## config.mk

```make
export PLATFORM = sky130hd
export DESIGN_NAME = serial_negator
export DESIGN_NICKNAME = d
export VERILOG_FILES = /design/src/rtl/tc_pkg.sv /design/src/rtl/tc_shreg.sv /design/src/rtl/tc_bitcount.sv /design/src/rtl/tc_doneflag.sv /design/src/rtl/tc_ctrl.sv /design/src/rtl/serial_negator.sv
export SDC_FILE = /design/constraint.sdc
export NUM_CORES = 1
export LEC_CHECK = 0
export ABC_AREA = 1
export BUFFER_PORTS_ARGS = -buffer_cell sky130_fd_sc_hd__buf_2
export CAP_MARGIN = 10
export CORE_MARGIN = 4
export CORE_UTILIZATION = 50
export DETAILED_ROUTE_END_ITERATION = 7
export PLACE_DENSITY = 0.86
export REMOVE_ABC_BUFFERS = 1
export SYNTH_ARGS = -nofsm -noshare
export SYNTH_HDL_FRONTEND = slang
export SYNTH_HIERARCHICAL = 1
export SYNTH_SLANG_ARGS = --single-unit
export TNS_END_PERCENT = 5
```

## constraint.sdc

```tcl
create_clock -name clk -period 1.8 [get_ports clk]
set_input_delay 0.36 -clock clk [delete_from_list [all_inputs] [get_ports clk]]
set_output_delay 0.36 -clock clk [all_outputs]
set_load 0.03 [all_outputs]
```

## src/rtl/tc_pkg.sv

```systemverilog
package tc_pkg;

    typedef enum logic [2:0] {
        ST_LOAD      = 3'd0,
        ST_SEEK      = 3'd1,
        ST_PUT0_SEEK = 3'd2,
        ST_PUT1      = 3'd3,
        ST_FLIP      = 3'd4,
        ST_PUT0_FLIP = 3'd5,
        ST_FIN       = 3'd6,
        ST_HOLD      = 3'd7
    } tc_state_e;

    typedef struct packed {
        logic d;
        logic shift;
        logic load;
        logic inc;
        logic clr;
        logic set_done;
        logic clr_done;
    } tc_ctl_s;

    localparam tc_ctl_s CTL_IDLE = '{default: 1'b0};

endpackage

```

## src/rtl/tc_shreg.sv

```systemverilog
module tc_shreg #(
    parameter int W = 8
) (
    input  logic         clk,
    input  logic         arst,
    input  logic         load,
    input  logic         shift,
    input  logic         d,
    input  logic [W-1:0] din,
    output logic [W-1:0] q
);

    always_ff @(posedge clk or posedge arst) begin
        if (arst) begin
            q <= '0;
        end else if (load) begin
            q <= din;
        end else if (shift) begin
            q <= {d, q[W-1:1]};
        end
    end

endmodule

```

## src/rtl/tc_bitcount.sv

```systemverilog
module tc_bitcount #(
    parameter int W  = 8,
    parameter int CW = $clog2(W + 1)
) (
    input  logic          clk,
    input  logic          arst,
    input  logic          clr,
    input  logic          inc,
    output logic [CW-1:0] count,
    output logic          at_end
);

    localparam logic [CW-1:0] LAST = CW'(W);

    always_ff @(posedge clk or posedge arst) begin
        if (arst) begin
            count <= '0;
        end else if (clr) begin
            count <= '0;
        end else if (inc && count != LAST) begin
            count <= count + CW'(1);
        end
    end

    assign at_end = (count == LAST);

endmodule

```

## src/rtl/tc_doneflag.sv

```systemverilog
module tc_doneflag (
    input  logic clk,
    input  logic arst,
    input  logic set,
    input  logic clr,
    output logic q
);

    always_ff @(posedge clk or posedge arst) begin
        if (arst) begin
            q <= 1'b0;
        end else if (clr) begin
            q <= 1'b0;
        end else if (set) begin
            q <= 1'b1;
        end
    end

endmodule

```

## src/rtl/tc_ctrl.sv

```systemverilog
module tc_ctrl
    import tc_pkg::*;
(
    input  logic    clk,
    input  logic    arst,
    input  logic    lsb,
    input  logic    at_end,
    output tc_ctl_s ctl
);

    tc_state_e state;
    tc_state_e state_nx;

    // State register
    always_ff @(posedge clk or posedge arst) begin
        if (arst) begin
            state <= ST_LOAD;
        end else begin
            state <= state_nx;
        end
    end

    // Transitions
    always_comb begin
        state_nx = state;
        unique case (state)
            ST_LOAD:      state_nx = ST_SEEK;
            ST_SEEK: begin
                if (at_end)   state_nx = ST_FIN;
                else if (lsb) state_nx = ST_PUT1;
                else          state_nx = ST_PUT0_SEEK;
            end
            ST_PUT0_SEEK: state_nx = ST_SEEK;
            ST_PUT1:      state_nx = ST_FLIP;
            ST_FLIP: begin
                if (at_end)   state_nx = ST_FIN;
                else if (lsb) state_nx = ST_PUT0_FLIP;
                else          state_nx = ST_PUT1;
            end
            ST_PUT0_FLIP: state_nx = ST_FLIP;
            ST_FIN:       state_nx = ST_HOLD;
            ST_HOLD:      state_nx = ST_HOLD;
            default:      state_nx = ST_LOAD;
        endcase
    end

    // Moore outputs: a function of state only
    always_comb begin
        ctl = CTL_IDLE;
        unique case (state)
            ST_LOAD: begin
                ctl.load     = 1'b1;
                ctl.clr      = 1'b1;
                ctl.clr_done = 1'b1;
            end
            ST_PUT0_SEEK, ST_PUT0_FLIP: begin
                ctl.d     = 1'b0;
                ctl.shift = 1'b1;
                ctl.inc   = 1'b1;
            end
            ST_PUT1: begin
                ctl.d     = 1'b1;
                ctl.shift = 1'b1;
                ctl.inc   = 1'b1;
            end
            ST_FIN:   ctl.set_done = 1'b1;
            ST_SEEK, ST_FLIP, ST_HOLD: ctl = CTL_IDLE;
            default:  ctl = CTL_IDLE;
        endcase
    end

endmodule

```

## src/rtl/serial_negator.sv

```systemverilog
module serial_negator
    import tc_pkg::*;
#(
    parameter int W  = 8,
    parameter int CW = $clog2(W + 1)
) (
    input  logic          clk,
    input  logic          arst,
    input  logic [W-1:0]  din,
    output logic [W-1:0]  result,
    output logic [CW-1:0] bit_count,
    output logic          done
);

    tc_ctl_s ctl;
    logic    at_end;

    tc_ctrl u_ctrl (
        .clk    (clk),
        .arst   (arst),
        .lsb    (result[0]),
        .at_end (at_end),
        .ctl    (ctl)
    );

    tc_shreg #(.W(W)) u_shreg (
        .clk   (clk),
        .arst  (arst),
        .load  (ctl.load),
        .shift (ctl.shift),
        .d     (ctl.d),
        .din   (din),
        .q     (result)
    );

    tc_bitcount #(.W(W), .CW(CW)) u_count (
        .clk    (clk),
        .arst   (arst),
        .clr    (ctl.clr),
        .inc    (ctl.inc),
        .count  (bit_count),
        .at_end (at_end)
    );

    tc_doneflag u_done (
        .clk  (clk),
        .arst (arst),
        .set  (ctl.set_done),
        .clr  (ctl.clr_done),
        .q    (done)
    );

endmodule

```

==> impl_metrics.tcl <==
set metrics [dict create \
    outcome "finished clean" \
    fin_worst_skew_ns 0.000456 \
    dpl_worst_slack_ns 0.239 \
    cp_data_arrival_time_ns 1.74 \
    ctsHoldBuffers 1 \
    clock-root-buffer "clkbuf_4" \
    dieArea_um2 2500 \
    clk_pin_slew_ns 0.08 \
    cap_violations 0 \
    critPathSlowestCell "o21ai_1" \
    fmax_ghz 0.632 \
    overflow 0 \
    cp_num_buf_inv 1 \
    regArea_um2 400 \
    routed-via-count 817 \
    critPathTopFamily "compound AO/OA/AOI/OAI gates" \
    cp_cell_sequence "inv_1 -> nand2_2 -> o21ai_1 -> nor2_4 -> nand2_1 -> nand3_1" \
    area_growth_pct 16.3 \
    die_width_um 50.0 \
    endpoint_kind "register" \
    pwr-share-clk_pct 8.7 \
    cts_sinks 16 \
    whs_ns 0.297 \
    timing_hold_violations_final 0 \
    pwr_density_cell_nw_per_um2 1980 \
    syn_inst 119 \
    combPwrFrac_pct 56.6 \
    hold_path_class "primary input to register" \
    slew_viol_final 0 \
    crit_path_max_incr_delay_ns 0.54 \
    r2r_slack_ns 0.22 \
    dp_cells 155 \
    synth.distinct_cells 16 \
    grt_pass1_vias 804 \
    fill_cells 151 \
    cts_resized 0 \
    clockBufferDepth 2 \
    worstSetupPathType "register to register" \
    globalplace.congestion 0.763 \
    wirelength_um 1860 \
    rsz0062_at_grt "no" \
    grt_max_degree 10 \
    p_leak_uw 0.000586 \
    first_iter_violations 24 \
    final_util_pct 65.0 \
    setup_violations 0 \
    power.internal_uw 972 \
    diodes 0 \
    routedWlPerCell_um 11.7 \
    setup_tns_ns 0 \
    core-area_um2 1580 \
    cp.required_ns 1.96 \
    vdd_ir_drop_max_mv 0.982 \
    die_y_um 50.0 \
    layout.cells.non_filler 159 \
    ys_warn_count 6 \
    ys_seq_area_share_pct 45.5 \
    numCtsBuffers 3 \
    routed.top_layer "met4" \
    worst_slew_pin_slew_ns 0.667 \
    met3WireLength_um 127 \
    p_sw_uw 1060 \
    switching_share_pct 52.2 \
    io_pins 23 \
    grt_util_all_layers_pct 16.8 \
    grt_pass1_wl_um 3250 \
    antenna_found_initial 0 \
    row_count 14 \
    syn-cell-area_um2 881 \
    cp-start-kind "register" \
    dpl.hpwl_um 1460 \
    cts_tree "done" \
    viasPerCell 5.14 \
    fin_crit_sh_pct 87.8 \
    fin_crit_ns 1.58 \
    worst_slack_ns 0.219 \
    drive_gt1_share_pct 23.8 \
    avgSynthCellArea_um2 7.40 \
    firstDrtPassIters 4 \
    critPathMaxFanout 9 \
    wl_met1_um 752 \
    port_buffers 22 \
    layout.nets 157 \
    power_frac_seq_pct 34.7 \
    clk_latency_ns 0.27 \
    htree_num_levels 1 \
    met2_length_um 957 \
    drc 0 \
    initial_core_util_pct 55.9 \
    slew_headroom_pct 55.2 \
    synth_seq_cells 16 \
    antenna_left 0 \
    postCtsSetupBuffers 0 \
    multiInputGateArea_um2 387 \
]
-- layout make-up --
| class | instances | area share, % |
|---|---|---|
| Sequential cell | 16 | 39.1 |
| Timing Repair Buffer | 25 | 13.2 |
| Tap cell | 16 | 1.95 |
| Clock buffer | 3 | 2.20 |
| Inverter | 16 | 5.86 |
| Multi-Input combinational cell | 83 | 37.7 |
-- worst reg2reg max path: stages (launching register included) --
cell and delay [ns]:
dfrtp_1 0.45, inv_1 0.12, nand2_2 0.07, o21ai_1 0.54, nor2_4 0.12, nand2_1 0.09, nand3_1 0.07
-- kinds of logic (layout without fill, tap and decap cells) --
group,count (synthesis),count (layout),synth area share [%]
DFF,16,16,45.5
adders and majority gates,2,2,2.84
AOI/OAI and AO/OA,3,3,1.85
buffers and inverters,20,44,10.7
and+or+nand+nor,78,78,39.2
-- Yosys cell counts, drive strengths merged --
cell type,number,share of area (%)
a31oi,1,0.71
buf,4,3.8
dfrtp,16,45
ha,2,2.8
inv,16,6.8
nand2,40,18
nand3,23,13
nand4,2,1.4
nor2,12,6.5
nor3,1,0.57
o21ai,2,1.1
-- final timing paths --
| check | from | end | cells after the start |
|---|---|---|---|
| worst max-delay path | u_ctrl/state[1]$_DFF_PP0_ | u_shreg/q[0]$_DFFE_PP0P_ | 6 |
| worst min-delay path | din[7] | u_shreg/q[7]$_DFFE_PP0P_ | 3 |
| worst max register to register | u_ctrl/state[1]$_DFF_PP0_ | u_shreg/q[0]$_DFFE_PP0P_ | 6 |
| worst min register to register | u_shreg/q[4]$_DFFE_PP0P_ | u_shreg/q[4]$_DFFE_PP0P_ | 2 |
| max in group asynchronous | arst | u_shreg/q[3]$_DFFE_PP0P_ | 3 |
| min in group asynchronous | arst | u_done/q$_DFFE_PP0P_ | 3 |
-- through the flow --
| stage | power, µW | cell area, µm² |
|---|---|---|
| 4_1_cts | 2050 | 1020 |
| 6_report | 2030 | 1020 |
| 5_1_grt | 2230 | 1020 |
| 3_5_place_dp | 1860 | 992 |
| 3_3_place_gp | 1810 | 992 |
| 2_1_floorplan | 1540 | 847 |
-- cells in the final DEF, fill, tap and decap left out --
| cell type | n |
|---|---|
| nand2_2 | 2 |
| clkbuf_4 | 3 |
| buf_4 | 2 |
| nor2_4 | 1 |
| inv_2 | 2 |
| a31oi_1 | 1 |
| nor2_1 | 9 |
| inv_1 | 14 |
| buf_2 | 22 |
| nand4_1 | 2 |
| dfrtp_1 | 16 |
| o21ai_1 | 2 |
| nor3_1 | 1 |
| nand3_1 | 23 |
| nor2_2 | 2 |
| dlygate4sd3_1 | 1 |
| nand2_1 | 38 |
| ha_1 | 2 |
-- per-layer routing --
metal / vias to the layer above / track usage, %
met5: - / 0
met2: 27 / 30.2
met1: 363 / 19.6
met3: 4 / 3.61
li1: 423 / -
met4: 0 / 5.53
-- power groups by stage --
| stage | logic [µW] | registers [µW] | clock network [µW] |
|---|---|---|---|
| global placement | 1110 | 700 | 0 |
| CTS | 1160 | 703 | 184 |
| global route | 1290 | 739 | 203 |
| detailed placement | 1160 | 707 | 0 |
| floorplan | 616 | 923 | 0 |
| finish | 1150 | 706 | 176 |
-- flip-flops by register name, indices dropped and copies added (netlist names) --
register and flops:
u_done/q 1, u_ctrl/state 3, u_count/count 4, u_shreg/q 8
No activity file was read; power rests on OpenSTA's default activity.
